<file path="config.mk">
export PLATFORM = sky130hd
export DESIGN_NAME = mframe_lock
export DESIGN_NICKNAME = d
export VERILOG_FILES = /design/src/rtl/mfl_pkg.sv /design/src/rtl/mfl_datapath.sv /design/src/rtl/mfl_control.sv /design/src/rtl/mframe_lock.sv
export SDC_FILE = /design/constraint.sdc
export NUM_CORES = 1
export LEC_CHECK = 0
export ABC_AREA = 1
export CORE_ASPECT_RATIO = 2
export CORE_MARGIN = 2
export CORE_UTILIZATION = 50
export CTS_CLUSTER_DIAMETER = 200
export DETAILED_ROUTE_END_ITERATION = 12
export DONT_BUFFER_PORTS = 1
export GPL_ROUTABILITY_DRIVEN = 0
export SLEW_MARGIN = 25
export SYNTH_ARGS = -nofsm -noshare
export SYNTH_HDL_FRONTEND = slang
export SYNTH_SLANG_ARGS = --single-unit
</file>
<file path="constraint.sdc">
create_clock -name clk -period 5.2 [get_ports clk]
set_clock_uncertainty 0.2 [all_clocks]
set_input_delay 1.04 -clock clk [delete_from_list [all_inputs] [get_ports clk]]
set_output_delay 1.04 -clock clk [all_outputs]
set_load 0.1 [all_outputs]
</file>
<file path="src/rtl/mfl_pkg.sv">
package mfl_pkg;
  localparam int WORD_W = 67;
  localparam int PAY_W  = 64;
  localparam int SCR_W  = 58;
  localparam int TYPE_W = 6;

  typedef enum logic [2:0] {
    TAG_DATA  = 3'd0,
    TAG_SYNC  = 3'd1,
    TAG_SCRST = 3'd2,
    TAG_SKIP  = 3'd3,
    TAG_DIAG  = 3'd4,
    TAG_OTHER = 3'd5
  } wordTag_e;

  localparam logic [TYPE_W-1:0] TYPE_SYNC  = 6'h1E;
  localparam logic [TYPE_W-1:0] TYPE_SCRST = 6'h0A;
  localparam logic [TYPE_W-1:0] TYPE_SKIP  = 6'h07;
  localparam logic [TYPE_W-1:0] TYPE_DIAG  = 6'h19;
  localparam logic [SCR_W-1:0]  SYNC_PAT   = {2'b10, 56'h78F678F678F678};

  // Strobes from the control FSM to the datapath
  typedef struct packed {
    logic align;       // this word is metaframe position 0
    logic seedScr;     // load prediction from received state
    logic clearSeed;   // forget the prediction
    logic captureScr;  // publish received state
    logic metaStart;   // flag metaframe start with this tag
  } ctrlStrobe_t;

  // 64 steps of the x^58 + x^39 + 1 LFSR, one word's worth
  function automatic logic [SCR_W-1:0] scrAdvance(input logic [SCR_W-1:0] s);
    logic [SCR_W-1:0] v;
    v = s;
    for (int i = 0; i < PAY_W; i++) begin
      v = {v[SCR_W-2:0], v[SCR_W-1] ^ v[38]};
    end
    return v;
  endfunction
endpackage

</file>
<file path="src/rtl/mfl_datapath.sv">
module mfl_datapath
  import mfl_pkg::*;
#(
  parameter int META_LEN = 8
) (
  input  logic              clk,
  input  logic              rstN,
  input  logic              accept,
  input  logic [WORD_W-1:0] wordData,
  input  ctrlStrobe_t       strobe,
  input  logic              frameLock,
  output logic              isSync,
  output logic              isScr,
  output logic              scrMatch,
  output logic              seeded,
  output logic              posZero,
  output logic              posOne,
  output logic              tagValid,
  output logic [2:0]        wordTag,
  output logic              metaStart,
  output logic [SCR_W-1:0]  scrState
);
  localparam int PW = (META_LEN > 2) ? $clog2(META_LEN) : 2;
  localparam logic [PW-1:0] POS_LAST = PW'(META_LEN - 1);

  logic [PAY_W-1:0]  payload;
  logic [1:0]        hdr;
  logic [TYPE_W-1:0] typeF;
  logic [SCR_W-1:0]  body;
  wordTag_e          tagNow;
  logic [PW-1:0]     pos;
  logic [SCR_W-1:0]  localScr;

  // Undo the inversion, then classify
  always_comb begin
    payload = wordData[WORD_W-1] ? ~wordData[PAY_W-1:0] : wordData[PAY_W-1:0];
    hdr     = wordData[PAY_W+1:PAY_W];
    typeF   = payload[PAY_W-1:SCR_W];
    body    = payload[SCR_W-1:0];
    tagNow  = TAG_OTHER;
    if (hdr == 2'b01) begin
      tagNow = TAG_DATA;
    end else if (hdr == 2'b10) begin
      unique case (typeF)
        TYPE_SYNC:  tagNow = (body == SYNC_PAT) ? TAG_SYNC : TAG_OTHER;
        TYPE_SCRST: tagNow = TAG_SCRST;
        TYPE_SKIP:  tagNow = TAG_SKIP;
        TYPE_DIAG:  tagNow = TAG_DIAG;
        default:    tagNow = TAG_OTHER;
      endcase
    end
  end

  assign isSync   = (tagNow == TAG_SYNC);
  assign isScr    = (tagNow == TAG_SCRST);
  assign scrMatch = (body == localScr);
  assign posZero  = (pos == '0);
  assign posOne   = (pos == PW'(1));

  // Metaframe position of the incoming word
  always_ff @(posedge clk) begin
    if (!rstN) begin
      pos <= '0;
    end else if (accept) begin
      if (strobe.align)        pos <= PW'(1);
      else if (pos == POS_LAST) pos <= '0;
      else                     pos <= pos + PW'(1);
    end
  end

  // Local scrambler prediction for the incoming word
  always_ff @(posedge clk) begin
    if (!rstN) begin
      localScr <= '0;
      seeded   <= 1'b0;
    end else begin
      if (accept) begin
        localScr <= strobe.seedScr ? scrAdvance(body) : scrAdvance(localScr);
      end
      if (strobe.clearSeed)                seeded <= 1'b0;
      else if (accept && strobe.seedScr)   seeded <= 1'b1;
    end
  end

  // Registered outputs
  always_ff @(posedge clk) begin
    if (!rstN) begin
      tagValid  <= 1'b0;
      wordTag   <= TAG_DATA;
      metaStart <= 1'b0;
      scrState  <= '0;
    end else begin
      tagValid  <= accept;
      metaStart <= accept && strobe.metaStart;
      if (accept) wordTag <= tagNow;
      if (accept && strobe.captureScr) scrState <= body;
    end
  end

  AST_NO_TAG_IDLE: assert property (@(posedge clk) disable iff (!rstN)
    !accept |=> !tagValid) else $error("tag without accepted word");
  AST_META_LOCKED: assert property (@(posedge clk) disable iff (!rstN)
    metaStart |-> frameLock) else $error("metaStart while unlocked");
  AST_SCR_HOLD: assert property (@(posedge clk) disable iff (!rstN)
    !(accept && strobe.captureScr) |=> $stable(scrState)) else $error("scrState moved");
endmodule

</file>
<file path="src/rtl/mfl_control.sv">
module mfl_control
  import mfl_pkg::*;
#(
  parameter int LOCK_SYNCS = 4,
  parameter int SYNC_ERRS  = 4,
  parameter int SCR_ERRS   = 3
) (
  input  logic        clk,
  input  logic        rstN,
  input  logic        blkLock,
  input  logic        accept,
  input  logic        isSync,
  input  logic        isScr,
  input  logic        scrMatch,
  input  logic        seeded,
  input  logic        posZero,
  input  logic        posOne,
  output ctrlStrobe_t strobe,
  output logic        frameLock
);
  localparam int GW = $clog2(LOCK_SYNCS + 1);
  localparam int BW = $clog2(SYNC_ERRS + 1);
  localparam int EW = $clog2(SCR_ERRS + 1);

  typedef enum logic [1:0] {ST_HUNT, ST_VERIFY, ST_LOCKED} state_e;

  state_e        state, stateNxt;
  logic [GW-1:0] goodCnt, goodNxt;
  logic [BW-1:0] badCnt, badNxt;
  logic [EW-1:0] scrErrCnt, scrErrNxt;
  logic          loseLock;

  always_comb begin
    stateNxt  = state;
    goodNxt   = goodCnt;
    badNxt    = badCnt;
    scrErrNxt = scrErrCnt;
    strobe    = '0;
    loseLock  = 1'b0;
    if (!blkLock) begin
      loseLock = 1'b1;
    end else if (accept) begin
      unique case (state)
        ST_HUNT: begin
          if (isSync) begin
            strobe.align = 1'b1;
            if (LOCK_SYNCS <= 1) begin
              stateNxt         = ST_LOCKED;
              strobe.metaStart = 1'b1;
            end else begin
              stateNxt = ST_VERIFY;
              goodNxt  = GW'(1);
            end
          end
        end
        ST_VERIFY: begin
          if (posZero) begin
            if (!isSync) begin
              stateNxt = ST_HUNT;
              goodNxt  = '0;
            end else if (goodCnt == GW'(LOCK_SYNCS - 1)) begin
              stateNxt         = ST_LOCKED;
              goodNxt          = '0;
              strobe.metaStart = 1'b1;
            end else begin
              goodNxt = goodCnt + GW'(1);
            end
          end
        end
        default: begin
          if (posZero) begin
            if (isSync) begin
              badNxt           = '0;
              strobe.metaStart = 1'b1;
            end else if (badCnt == BW'(SYNC_ERRS - 1)) begin
              loseLock = 1'b1;
            end else begin
              badNxt           = badCnt + BW'(1);
              strobe.metaStart = 1'b1;
            end
          end else if (posOne) begin
            if (isScr) strobe.captureScr = 1'b1;
            if (isScr && !seeded) begin
              strobe.seedScr = 1'b1;
            end else if (isScr && scrMatch) begin
              scrErrNxt = '0;
            end else if (scrErrCnt == EW'(SCR_ERRS - 1)) begin
              loseLock = 1'b1;
            end else begin
              scrErrNxt = scrErrCnt + EW'(1);
            end
          end
        end
      endcase
    end
    if (loseLock) begin
      stateNxt         = ST_HUNT;
      goodNxt          = '0;
      badNxt           = '0;
      scrErrNxt        = '0;
      strobe.clearSeed = 1'b1;
      strobe.metaStart = 1'b0;
    end
  end

  always_ff @(posedge clk) begin
    if (!rstN) begin
      state     <= ST_HUNT;
      goodCnt   <= '0;
      badCnt    <= '0;
      scrErrCnt <= '0;
    end else begin
      state     <= stateNxt;
      goodCnt   <= goodNxt;
      badCnt    <= badNxt;
      scrErrCnt <= scrErrNxt;
    end
  end

  assign frameLock = (state == ST_LOCKED);

  AST_BLK_DROP: assert property (@(posedge clk) disable iff (!rstN)
    !blkLock |=> !frameLock) else $error("lock kept without block lock");
  AST_LOCK_ON_SYNC: assert property (@(posedge clk) disable iff (!rstN)
    $rose(frameLock) |-> $past(accept && isSync && blkLock)) else $error("lock without sync");
  AST_LOSS_CAUSE: assert property (@(posedge clk) disable iff (!rstN)
    $fell(frameLock) |-> $past(!blkLock || (accept && (posZero || posOne)))) else $error("lock lost off slot");
endmodule

</file>
<file path="src/rtl/mframe_lock.sv">
module mframe_lock
  import mfl_pkg::*;
#(
  parameter int META_LEN   = 8,
  parameter int LOCK_SYNCS = 4,
  parameter int SYNC_ERRS  = 4,
  parameter int SCR_ERRS   = 3
) (
  input  logic        clk,
  input  logic        rstN,
  input  logic        blkLock,
  input  logic        wordValid,
  input  logic [66:0] wordData,
  output logic        frameLock,
  output logic        tagValid,
  output logic [2:0]  wordTag,
  output logic        metaStart,
  output logic [57:0] scrState
);
  logic        accept;
  logic        isSync, isScr, scrMatch, seeded, posZero, posOne;
  ctrlStrobe_t strobe;

  assign accept = blkLock && wordValid;

  mfl_datapath #(.META_LEN(META_LEN)) u_datapath (
    .clk(clk), .rstN(rstN), .accept(accept), .wordData(wordData),
    .strobe(strobe), .frameLock(frameLock),
    .isSync(isSync), .isScr(isScr), .scrMatch(scrMatch), .seeded(seeded),
    .posZero(posZero), .posOne(posOne),
    .tagValid(tagValid), .wordTag(wordTag), .metaStart(metaStart), .scrState(scrState)
  );

  mfl_control #(.LOCK_SYNCS(LOCK_SYNCS), .SYNC_ERRS(SYNC_ERRS), .SCR_ERRS(SCR_ERRS)) u_control (
    .clk(clk), .rstN(rstN), .blkLock(blkLock), .accept(accept),
    .isSync(isSync), .isScr(isScr), .scrMatch(scrMatch), .seeded(seeded),
    .posZero(posZero), .posOne(posOne), .strobe(strobe), .frameLock(frameLock)
  );
endmodule

</file>
# --- After elaboration in Yosys (flattened, before gate mapping) ---
# Cells that the tools add are included.
op_classes:
  bitwise_logic: 133
  muxes: 55
  reduce_logical: 17
  n_eq_ne: 22
  add_sub_neg: 4
op_table:
  columns: ["op", "n"]
  rows:
  - ["XOR 1 bit", 128]
  - ["two-way mux 64 bit", 1]
  - ["NOT 64 bit", 1]
  - ["== test 58 bit", 1]
  - ["== test 58 bit, second input constant", 1]
  - ["two-way mux 58 bit", 1]
  - ["two-way mux 3 bit", 11]
  - ["two-way mux 1 bit", 28]
  - ["two-way mux 2 bit", 10]
  - ["== test 6 x 5 -> 1 bit, second input constant", 2]
  - ["one-hot mux 3 bit (4 select lines)", 1]
  - ["AND reduction 5 bit", 2]
  - ["adder 3 x 1 -> 3 bit, second input constant", 3]
  - ["== test 3 x 2 -> 1 bit, second input constant", 3]
  - ["AND reduction 7 bit", 1]
  - ["== test 2 bit, second input constant", 3]
  - ["== test 3 x 1 -> 1 bit, second input constant", 2]
  - ["== test 6 x 3 -> 1 bit, second input constant", 1]
  - ["== test 6 x 4 -> 1 bit, second input constant", 1]
  - ["logical AND 1 bit", 6]
  - ["inequality test 2 x 1 -> 1 bit, second input constant", 3]
  - ["one-hot mux 3 bit (2 select lines)", 1]
  - ["AND reduction 6 bit", 1]
  - ["OR reduction 2 bit", 3]
  - ["other kinds (12)", 16]
word_totals:
  inputBits: 71
  word_cells: 242
  out_inout_bits: 64
  reg_bits: 135

# --- Longest topological paths before layout ---
# Gate-level depths: netlist of the first run.
depth:
  word_depth: 18
  depth_mapped: 21
  mapped_depth_nobuf: 18

# --- By module ---
# From an unflattened synthesis of the first run, not the netlist that was laid out.
unflattened:
  hier_cells: 1305
  area_unflattened_um2: 8842.2
by_module_without_submodules:
  columns: ["mod", "area_per_inst_um2", "cells_each", "seq_area_each_um2", "n_inst"]
  rows:
  - ["mfl_datapath", 8182.8, 1203, 2502.4, 1]
  - ["mfl_control", 651.9, 100, 200.2, 1]
  - ["mframe_lock", 7.5, 2, 0.0, 1]

# --- Least setup slack after synthesis of the first run ---
# Ideal clock, no wire load.
synth_timing:
  path_kind: "input -> register"
  from: "input wordData[66]"
  to: "register u_datapath.localScr[41]"
  path_buffers: 3
  path_stages: 16
  path_slack_ns: 2.171
  arrival_ns: 2.713
  setup_ns: 0.116
  required_ns: 4.884
  path_cell_list: "buf_6 > xor2_1 > nor2_1 > nand3_1 > nand2_1 > nand2_1 > nor2_2 > nand2_2 > nor2_4 > inv_2 > buf_6 > buf_6 > a21oi_1 > o21ai_0 > o211ai_1 > inv_1"
synth_between:
  elab_chain_cells: 15
  word_cells_on_any_way: 20
  classes_between: "6 x eq/ne; 12 x mux; 1 x bitwise; 1 x reduce/logical"
synth_rtl:
  columns: ["element", "line", "text"]
  rows:
  - ["start, declared", "mframe_lock.sv:13", "input logic [66:0] wordData,"]
  - ["two-way mux 64 bit *", "mfl_datapath.sv:36", "payload = wordData[WORD_W-1] ? ~wordData[PAY_W-1:0] : wordData[PAY_W-1:0];"]
  - ["== test 58 bit", "mfl_datapath.sv:45", "TYPE_SYNC: tagNow = (body == SYNC_PAT) ? TAG_SYNC : TAG_OTHER;"]
  - ["two-way mux 3 bit", "mfl_datapath.sv:45", null]
  - ["one-hot mux 3 bit (4 select lines)", "mfl_datapath.sv:44", "unique case (typeF)"]
  - ["two-way mux 3 bit", "mfl_datapath.sv:43", "end else if (hdr == 2'b10) begin"]
  - ["two-way mux 3 bit", "mfl_datapath.sv:41", "if (hdr == 2'b01) begin"]
  - ["== test 3 x 2 -> 1 bit", "mfl_datapath.sv:55", "assign isScr = (tagNow == TAG_SCRST);"]
  - ["logical AND 1 bit", "mfl_control.sv:83", "if (isScr && !seeded) begin"]
  - ["two-way mux 1 bit", "mfl_control.sv:83", null]
  - ["two-way mux 1 bit", "mfl_control.sv:81", "end else if (posOne) begin"]
  - ["two-way mux 1 bit", "mfl_control.sv:71", "if (posZero) begin"]
  - ["two-way mux 1 bit", "mfl_control.sv:43", "unique case (state)"]
  - ["two-way mux 2 bit", "mfl_control.sv:42", "end else if (accept) begin"]
  - ["two-way mux 2 bit", "mfl_control.sv:40", "if (!blkLock) begin"]
  - ["two-way mux 58 bit *", "mfl_datapath.sv:78", "localScr <= strobe.seedScr ? scrAdvance(body) : scrAdvance(localScr);"]
  - ["end signal, assigned", "mfl_datapath.sv:78", null]
  - ["end, declared", "mfl_datapath.sv:32", "logic [SCR_W-1:0] localScr;"]
# Every way passes the cells marked *; elsewhere a longest branch is shown, timed or not.
# A chain may end at the register's enable or synchronous reset.

# --- Final worst setup path of the first run ---
layout_timing:
  from: "input wordData[66]"
  to: "register u_datapath.scrState[50]"
layout_between:
  elab_chain_cells: 14
  word_cells_on_any_way: 18
  classes_between: "6 x eq/ne; 11 x mux; 1 x reduce/logical"
layout_rtl:
  columns: ["element", "line", "text"]
  rows:
  - ["two-way mux 64 bit *", "mfl_datapath.sv:36", null]
  - ["== test 58 bit", "mfl_datapath.sv:45", null]
  - ["two-way mux 3 bit", "mfl_datapath.sv:45", null]
  - ["one-hot mux 3 bit (4 select lines)", "mfl_datapath.sv:44", null]
  - ["two-way mux 3 bit", "mfl_datapath.sv:43", null]
  - ["two-way mux 3 bit", "mfl_datapath.sv:41", null]
  - ["== test 3 x 2 -> 1 bit", "mfl_datapath.sv:55", null]
  - ["two-way mux 1 bit", "mfl_control.sv:82", "if (isScr) strobe.captureScr = 1'b1;"]
  - ["two-way mux 1 bit", "mfl_control.sv:81", null]
  - ["two-way mux 1 bit", "mfl_control.sv:71", null]
  - ["two-way mux 1 bit", "mfl_control.sv:43", null]
  - ["two-way mux 2 bit", "mfl_control.sv:42", null]
  - ["two-way mux 2 bit", "mfl_control.sv:40", null]
  - ["logical AND 1 bit", "mfl_datapath.sv:96", "if (accept && strobe.captureScr) scrState <= body;"]
  - ["end signal, assigned", "mfl_datapath.sv:96", null]
  - ["end, declared", "mfl_datapath.sv:21", "output logic [SCR_W-1:0] scrState"]
# Marked as above.

==> results of run 1 <==
## cells by family after synthesis
logic type | Yosys count | synth area share [%]
compound gates | 269 | 17.21
xor+xnor | 199 | 20.20
fa+ha+maj | 8 | 1.117
buf+inv | 206 | 10.13
flops | 135 | 30.15
simple gates | 468 | 21.19
## layout make-up
cell class / instances / area [µm²]
Multi-Input combinational cell: 944 / 5358
Tap cell: 213 / 266.5
Clock inverter: 12 / 127.6
Clock buffer: 20 / 456.7
Antenna cell: 1 / 2.502
Sequential cell: 135 / 2703
Inverter: 137 / 516.7
Timing Repair Buffer: 9 / 80.08
Fill cell: 1777 / 8188
## through the flow
| step | instance area [µm²] | hold slack, ns | utilization, % | total power [mW] |
|---|---|---|---|---|
| 6_report | 9510 | 0.2592 | 53.74 | 2.866 |
| 5_1_grt | 9508 | 0.2797 | 53.72 | 2.969 |
| 4_1_cts | 9508 | 0.2634 | 53.72 | 2.873 |
| 3_5_place_dp | 8924 | 0.2547 | 50.42 | 1.654 |
| 3_3_place_gp | 8921 | 0.2500 | 50.41 | 1.653 |
| 2_1_floorplan | 8964 | 0.2336 | - | 1.538 |
## sequential cells by signal (all words and copies together), names as in the netlist
name                  count
u_control.goodCnt         3
u_datapath.metaStart      1
u_datapath.localScr      58
u_control.badCnt          3
u_datapath.pos            3
u_datapath.scrState      58
u_datapath.wordTag        3
u_datapath.seeded         1
u_control.state           2
u_datapath.tagValid       1
u_control.scrErrCnt       2
## layer usage
metal | routed length (µm) | vias up
met4 | 1919 | 0
met3 | 1675 | 99
li1 | - | 4022
met5 | 0 | -
met2 | 16480 | 318
met1 | 10870 | 3782
## power by group
group / total [mW] / switching [mW] / internal [mW] / leakage (nW)
registers: 1.13 / 0.0675 / 1.06 / 1.10
logic: 0.506 / 0.312 / 0.194 / 2.98
clock network: 1.23 / 0.500 / 0.728 / 0.278
total: 2.87 / 0.879 / 1.99 / 4.35
## cell usage after synthesis (14+ instances only)
cell type / n / share of area (%)
o21ai_0: 84 / 4.7
nor2_1: 106 / 4.4
a31oi_1: 16 / 1.1
nand2_1: 295 / 12
xnor2_1: 99 / 9.7
clkbuf_1: 36 / 1.5
nand3_1: 34 / 1.9
o211ai_1: 62 / 5.2
dfxtp_1: 135 / 30
inv_1: 134 / 5.6
nand2_2: 16 / 1.1
xor2_1: 94 / 9.2
buf_2: 14 / 0.78
a21oi_1: 98 / 5.5
## worst max-delay path: stages
cell	delay [ns]
xor2_1	0.16
nor2_1	0.18
nand3_1	0.12
nand2_1	0.14
nand2_1	0.11
nor2_2	0.21
nand2_2	0.19
inv_2	0.58
o21ai_0	0.37
a21oi_1	0.47
## worst max-delay path by stage
stage,startpoint,to,slack (ns),depth (start not counted)
CTS,wordData[66],u_datapath.scrState[50],1.75,10
floorplan,wordData[66],u_datapath.localScr[41],2.17,16
global route,wordData[66],u_datapath.scrState[50],1.60,10
global placement,wordData[66],u_datapath.scrState[50],1.26,10
detailed placement,wordData[66],u_datapath.scrState[50],1.31,10
finish,wordData[66],u_datapath.scrState[50],1.69,10
## cells in the final DEF, fill, tap and decap left out, types with 17 or more instances in the layout
cell / count
inv_1: 133
nand2_1: 294
dfxtp_1: 135
xor2_1: 94
nand3_1: 34
nor2_1: 105
nand2_2: 17
o211ai_1: 62
clkbuf_16: 17
a21oi_1: 98
xnor2_1: 99
o21ai_0: 84
==> impl_metrics.env, run 1 <==
export IMPL_status="completed"
export IMPL_endpoint_kind="flip-flop"
export IMPL_power_density_mw_per_mm2=301.3
export IMPL_grt_most_used_layer="met2"
export IMPL_setup_viol=0
export IMPL_nets=1323
export IMPL_critPathLaunchType="input port"
export IMPL_ys_async_sr_fraction_pct=0
export IMPL_pre_cts_slack_ns=1.315
export IMPL_syn_nets=1364
export IMPL_gr_usage_met1_pct=33.48
export IMPL_vias_per_cell=5.589
export IMPL_ant_nets=0
export IMPL_cts_htree_levels=4
export IMPL_holdPathEnd="u_control.goodCnt[2]"
export IMPL_totalWireLength_um=30940
export IMPL_max_cap_violations=0
export IMPL_fmaxAchievable_mhz=284.9
export IMPL_finalCriticalPeriod_ns=3.509
export IMPL_dp_hpwl_um=22860
export IMPL_p_leak_nw=4.351
export IMPL_grt_util_all_layers_pct=32.40
export IMPL_setup_worst_path_class="in2reg"
export IMPL_r2r_slack_ns=2.28
export IMPL_grt_pass1_vias=7903
export IMPL_dr_first_iter_drc_count=467
export IMPL_rr_worst_depth=8
export IMPL_clkTransAtPathRegs_ns=0.06
export IMPL_arrival_ns=3.59
export IMPL_synthDistinctLibCells=36
export IMPL_cts_repair_resized=0
export IMPL_grtUsageMet3_pct=6.142
export IMPL_cts_buffers=17
export IMPL_layout_drive_gt1_share_pct=6.205
export IMPL_cts_hold_buf=0
export IMPL_vias=8221
export IMPL_ys_warn_count=0
export IMPL_r2r_end="u_datapath.scrState[50]"
export IMPL_start_util_pct=50.65
export IMPL_syn_area_per_cell_um2=6.976
export IMPL_clk_path_buf_depth=2
export IMPL_hold_viol=0
export IMPL_min_path_cells=2
export IMPL_io_pins=135
export IMPL_clock_sinks=135
export IMPL_grt_max_degree=94
export IMPL_relSlewSlack_pct=28.85
export IMPL_min_from="u_control.goodCnt[2]"
export IMPL_clockRootBuffer="clkbuf_16"
export IMPL_instances_no_fill=1471
export IMPL_synth_edff_count=0
export IMPL_rows=69
export IMPL_holdCritPathClass="reg2reg"
export IMPL_antenna_found_initial=0
export IMPL_use_met2_pct=59.51
export IMPL_cp_max_fo=75
export IMPL_rsz0062_at_grt="false"
export IMPL_io_buffers=0
export IMPL_die_area_mm2=0.01908
export IMPL_min_period_over_period_pct=67.49
export IMPL_drc=0
export IMPL_crit_required_ns=5.29
export IMPL_finalSetupTns_ns=0
export IMPL_synth_flop_cell="dfxtp_1"
export IMPL_ys_seq_elements=135
export IMPL_fp_coreArea_mm2=0.01770
export IMPL_cts_tree="done"
export IMPL_setup_ws_ns=1.691
export IMPL_dp_cells=1438
export IMPL_ir_drop_mv=0.2147
export IMPL_dieWidth_um=98.68
export IMPL_post_synth_inst_count=1285
export IMPL_gr_total_overflow=0
export IMPL_first_pass_iters=5
export IMPL_slew_viol_final=0
export IMPL_die_y_um=193.4
export IMPL_area_growth_pct=6.100
export IMPL_timing_rr_start="u_control.state[1]"
export IMPL_grt_pass1_wl_um=46670
export IMPL_syn_area_mm2=0.008964
export IMPL_wl_per_cell_um=21.04
export IMPL_post_cts_setup_buffers=0
export IMPL_ys_seq_area_share_pct=30.15
export IMPL_tightest_slew_ns=1.066
export IMPL_clock_latency_ns=0.44
Note: power is estimated with default switching activity, not from simulation.
==> run 2: changes to the inputs <==
--- a/config.mk
+++ b/config.mk
@@ -5,7 +5,7 @@
 export SDC_FILE = /design/constraint.sdc
 export NUM_CORES = 1
 export LEC_CHECK = 0
-export ABC_AREA = 1
+export ABC_AREA = 0
 export CORE_ASPECT_RATIO = 2
 export CORE_MARGIN = 2
 export CORE_UTILIZATION = 50
==> constraint.sdc (replaced) <==
create_clock -name clk -period 3.3 [get_ports clk]
set_clock_uncertainty 0.2 [all_clocks]
set_input_delay 0.66 -clock clk [delete_from_list [all_inputs] [get_ports clk]]
set_output_delay 0.66 -clock clk [all_outputs]
set_load 0.1 [all_outputs]
==> impl_metrics.env, run 2 <==
export IMPL_r2r_end="u_control.goodCnt[0]"
export IMPL_drc=0
export IMPL_endpoint_kind="flip-flop"
export IMPL_grt_pass1_vias=7541
export IMPL_fin_area_mm2=0.009849
export IMPL_holdWs_ns=0.1671
export IMPL_cp_cell_sequence="xnor2_1 -> nand3_1 -> a2bb2oi_1 -> a2111oi_0 -> and4_1 -> o21ai_2 -> a311oi_2"
export IMPL_tightest_slew_ns=1.039
export IMPL_cp_max_fo=8
export IMPL_clock_latency_ns=0.44
export IMPL_rr_worst_depth=7
export IMPL_synth_most_common_cell="xnor2_1"
export IMPL_min_period_over_period_pct=85.43
export IMPL_crit_family="compound AO/OA/AOI/OAI gates"
export IMPL_setup_worst_path_class="reg2reg"
export IMPL_ant_nets=0
export IMPL_syn_nets=1173
export IMPL_totalWireLength_um=30150
export IMPL_arrival_ns=2.97
export IMPL_status="completed"
export IMPL_synth_edff_count=0
export IMPL_hold_viol=0
export IMPL_critPathSlowestCell="xnor2_1"
export IMPL_synth_area_top_cells="dfxtp_1 (29%), xnor2_1 (18%), o211a_1 (7.0%)"
export IMPL_dr_first_iter_drc_count=509
export IMPL_dp_cells=1219
export IMPL_instances_no_fill=1251
export IMPL_p_leak_nw=4.018
export IMPL_yosysTopAreaCellShare_pct=29.15
export IMPL_vias_per_cell=6.123
export IMPL_io_pins=135
export IMPL_die_y_um=196.6
export IMPL_grt_max_degree=133
export IMPL_ir_drop_mv=0.2902
export IMPL_synth_top_area_cell="dfxtp_1"
export IMPL_cts_tree="done"
export IMPL_final_cell_mix="xnor2_1 (190), nand2_1 (163), dfxtp_1 (135), o211a_1 (65), xor2_1 (60)"
export IMPL_cpPeakStageDelay_ns=0.55
export IMPL_syn_area_per_cell_um2=8.475
export IMPL_power_density_mw_per_mm2=414.0
export IMPL_min_path_cells=1
export IMPL_holdPathEnd="u_datapath.tagValid"
export IMPL_nets=1101
export IMPL_dp_hpwl_um=22110
export IMPL_crit_buf_inv=0
export IMPL_syn_area_mm2=0.009271
export IMPL_placed_cell_area_mm2=0.009296
export IMPL_first_pass_iters=6
export IMPL_gr_total_overflow=0
export IMPL_clk_path_buf_depth=2
export IMPL_antenna_found_initial=0
export IMPL_slew_viol_final=0
export IMPL_dieWidth_um=100.3
export IMPL_ys_seq_area_share_pct=29.15
export IMPL_wl_per_cell_um=24.10
export IMPL_layout_drive_gt1_share_pct=8.502
export IMPL_io_buffers=0
export IMPL_clkTransAtPathRegs_ns=0.07
export IMPL_synth_flop_cell="dfxtp_1"
export IMPL_min_from="wordValid"
export IMPL_rsz0062_at_grt="false"
export IMPL_ys_warn_count=0
export IMPL_rows=70
export IMPL_ys_seq_elements=135
export IMPL_largestRegisters="u_datapath.localScr (58), u_datapath.scrState (58)"
export IMPL_post_synth_inst_count=1094
export IMPL_start_util_pct=50.89
export IMPL_mostFrequentLayoutCell="xnor2_1"
export IMPL_clock_sinks=135
export IMPL_cts_htree_levels=4
export IMPL_fp_coreArea_mm2=0.01822
export IMPL_finalSetupTns_ns=0
export IMPL_setup_viol=0
export IMPL_ys_async_sr_fraction_pct=0
export IMPL_cts_buffers=17
export IMPL_relSlewSlack_pct=30.67
export IMPL_fmaxAchievable_mhz=354.7
export IMPL_vias=7660
export IMPL_max_cap_violations=0
export IMPL_die_area_mm2=0.01971
export IMPL_synth_common_cells="xnor2_1 (190), nand2_1 (164), dfxtp_1 (135), clkbuf_1 (74), o211a_1 (65)"
export IMPL_r2r_slack_ns=0.48
export IMPL_crit_required_ns=3.45
export IMPL_grt_pass1_wl_um=45580
export IMPL_clockRootBuffer="clkbuf_16"
export IMPL_synthDistinctLibCells=63
export IMPL_area_growth_pct=6.235
export IMPL_holdCritPathClass="in2reg"
export IMPL_cts_repair_resized=0
export IMPL_finalCriticalPeriod_ns=2.819
export IMPL_insertedDiodeCount=0
export IMPL_critPathLaunchType="flip-flop"
export IMPL_post_cts_setup_buffers=0
export IMPL_grt_util_all_layers_pct=31.27
export IMPL_cts_hold_buf=0
export IMPL_timing_rr_start="u_datapath.localScr[47]"
==> run 2: cells by family after synthesis <==
logic type / after synthesis / share of synthesized area [%]
xor gates and xnor gates: 250 / 23.62
DFF: 135 / 29.15
muxes: 22 / 2.497
adders and majority gates: 8 / 1.080
buffers and inverters: 130 / 6.059
and+or+nand+nor: 318 / 17.35
AOI/OAI and AO/OA: 231 / 20.24
==> run 2: cell type report <==
cell class / count / area, µm²
fillers: 1771 / 8368
multi-input cells: 829 / 6026
flip-flops and latches: 135 / 2703
clock buffers: 18 / 439.2
well taps: 216 / 270.3
repair buffers: 27 / 252.7
clock inverters: 14 / 113.9
inverters: 12 / 45.04
==> run 2: power breakdown <==
group          internal, mW  switching (mW)  total (mW)
sequential             1.66          0.0638        1.72
combinational         0.278           0.245       0.522
clock                 0.998           0.834        1.83
total                  2.94            1.14        4.08
==> run 2: routing by layer <==
metal,global-route usage [%],wire length (µm),up-vias
met5,0,0,-
li1,-,-,3633
met4,22.02,2253,0
met2,54.04,15590,273
met1,32.42,10550,3651
met3,7.589,1758,103
==> run 2: worst max path at each step <==
stage                                       to  slack, ns                     from  cells past startpoint
after floorplan           u_control.goodCnt[0]       0.34             wordData[23]                      8
after global placement    u_control.goodCnt[0]       0.26             wordData[66]                      7
after detailed placement  u_control.goodCnt[0]       0.20             wordData[66]                      7
after CTS                 u_control.goodCnt[0]       0.52  u_datapath.localScr[17]                      7
after global routing      u_control.goodCnt[0]       0.24  u_datapath.localScr[47]                      7
final                     u_control.goodCnt[0]       0.48  u_datapath.localScr[47]                      7
==> run 2: stage by stage <==
stage                     power (mW)  setup slack (ns)  util, %
after global routing           4.225            0.2415    54.07
after detailed placement       2.279            0.1991    51.03
after CTS                      4.107            0.5172    54.07
after floorplan                2.271            0.3402        -
after global placement         2.276            0.2584    51.03
final                          4.078            0.4809    54.07
==> run 3: changes to the inputs <==
--- a/config.mk
+++ b/config.mk
@@ -8,7 +8,7 @@
 export ABC_AREA = 0
 export CORE_ASPECT_RATIO = 2
 export CORE_MARGIN = 2
-export CORE_UTILIZATION = 50
+export CORE_UTILIZATION = 40
 export CTS_CLUSTER_DIAMETER = 200
 export DETAILED_ROUTE_END_ITERATION = 12
 export DONT_BUFFER_PORTS = 1
==> impl_metrics.env, run 3 (same netlist as run 2, synthesis figures left out) <==
export IMPL_ir_drop_mv=0.3562
export IMPL_drc=0
export IMPL_ant_nets=0
export IMPL_nets=1096
export IMPL_io_buffers=0
export IMPL_cts_buffers=17
export IMPL_start_util_pct=40.77
export IMPL_grt_pass1_vias=7449
export IMPL_slew_viol_final=0
export IMPL_status="completed"
export IMPL_holdWs_ns=0.1704
export IMPL_grt_max_degree=133
export IMPL_first_pass_iters=5
export IMPL_cts_repair_resized=0
export IMPL_finalSetupTns_ns=0
export IMPL_relSlewSlack_pct=30.19
export IMPL_grt_pass1_wl_um=45020
export IMPL_antenna_found_initial=0
export IMPL_holdCritPathClass="in2reg"
export IMPL_clock_sinks=135
export IMPL_wl_per_cell_um=22.90
export IMPL_grt_most_used_layer="met2"
export IMPL_cts_tree="done"
export IMPL_p_leak_nw=3.983
export IMPL_dieWidth_um=111.7
export IMPL_arrival_ns=3.07
export IMPL_final_cell_mix="xnor2_1 (190), nand2_1 (163), dfxtp_1 (135), o211a_1 (65), xor2_1 (60)"
export IMPL_insertedDiodeCount=0
export IMPL_critPathLaunchType="flip-flop"
export IMPL_use_met2_pct=44.12
export IMPL_finalCriticalPeriod_ns=2.921
export IMPL_clkTransAtPathRegs_ns=0.06
export IMPL_vias=7630
export IMPL_fp_coreArea_mm2=0.02274
export IMPL_gr_usage_met1_pct=23.91
export IMPL_grt_util_all_layers_pct=24.49
export IMPL_largestRegisters="u_datapath.localScr (58), u_datapath.scrState (58)"
export IMPL_grtUsageMet3_pct=5.440
export IMPL_tightest_slew_ns=1.046
export IMPL_clk_path_buf_depth=2
export IMPL_cp_max_fo=8
export IMPL_rows=78
export IMPL_die_y_um=219.3
export IMPL_post_cts_setup_buffers=0
export IMPL_layout_drive_gt1_share_pct=8.058
export IMPL_hold_viol=0
export IMPL_clock_latency_ns=0.44
export IMPL_fmaxAchievable_mhz=342.3
export IMPL_endpoint_kind="flip-flop"
export IMPL_fillCellCount=2272
export IMPL_setup_worst_path_class="reg2reg"
export IMPL_clockRootBuffer="clkbuf_16"
export IMPL_dp_hpwl_um=22410
export IMPL_gr_total_overflow=0
export IMPL_totalWireLength_um=30000
export IMPL_dr_first_iter_drc_count=537
export IMPL_vias_per_cell=5.824
export IMPL_cts_htree_levels=4
export IMPL_crit_required_ns=3.45
export IMPL_rsz0062_at_grt="false"
export IMPL_area_growth_pct=6.856
export IMPL_mostFrequentLayoutCell="xnor2_1"
export IMPL_power_density_mw_per_mm2=411.4
export IMPL_cts_hold_buf=0
export IMPL_min_period_over_period_pct=88.52
export IMPL_setup_viol=0
export IMPL_die_area_mm2=0.02449
export IMPL_io_pins=135
export IMPL_max_cap_violations=0
## run 3: cell type report
cell class	instances	area [µm²]	share of cell area, %
Clock buffer	17	425.4	4.294
Sequential cell	135	2703	27.28
Tap cell	280	350.3	3.536
Multi-Input combinational cell	829	6026	60.82
Timing Repair Buffer	22	227.7	2.299
Inverter	12	45.04	0.4547
Clock inverter	15	130.1	1.313
## run 3: layer usage
layer,wire length (µm),vias up
met5,0,-
met4,2394,0
met3,1656,87
met2,15710,290
met1,10240,3636
li1,-,3617
## run 3: critical path, stage by stage (launching register included)
cell	delay, ns
dfxtp_1	0.37
xnor2_1	0.34
nand2_1	0.08
or4_1	0.39
a2111oi_0	0.63
buf_4	0.22
and4_1	0.24
o21ai_2	0.15
a311oi_2	0.20
## run 3: power by group
part | total, mW | switching, mW | internal (mW)
Sequential | 1.73 | 0.0657 | 1.66
Combinational | 0.523 | 0.246 | 0.277
Clock | 1.83 | 0.794 | 1.03
## run 3: final timing paths
| kind | start | endpoint | slack [ns] | depth (start not counted) |
|---|---|---|---|---|
| setup / recovery | u_datapath.localScr[34] | u_control.goodCnt[0] | 0.38 | 8 |
| hold / removal | wordValid | u_datapath.tagValid | 0.17 | 1 |
| setup reg to reg | u_datapath.localScr[34] | u_control.goodCnt[0] | 0.38 | 8 |
| hold reg to reg | u_control.badCnt[2] | u_control.badCnt[2] | 0.25 | 2 |
## run 3: per-stage QoR
step	utilization [%]	total power [mW]	worst slack [ns]	cells	area [µm²]
4_1_cts	43.57	4.109	0.4021	1310	9907
3_3_place_gp	41.12	2.279	0.1203	1278	9351
3_5_place_dp	41.12	2.280	0.1592	1278	9351
6_report	43.57	4.076	0.3788	1310	9907
2_1_floorplan	-	2.271	0.3402	1094	9271
5_1_grt	43.57	4.215	0.2218	1310	9907
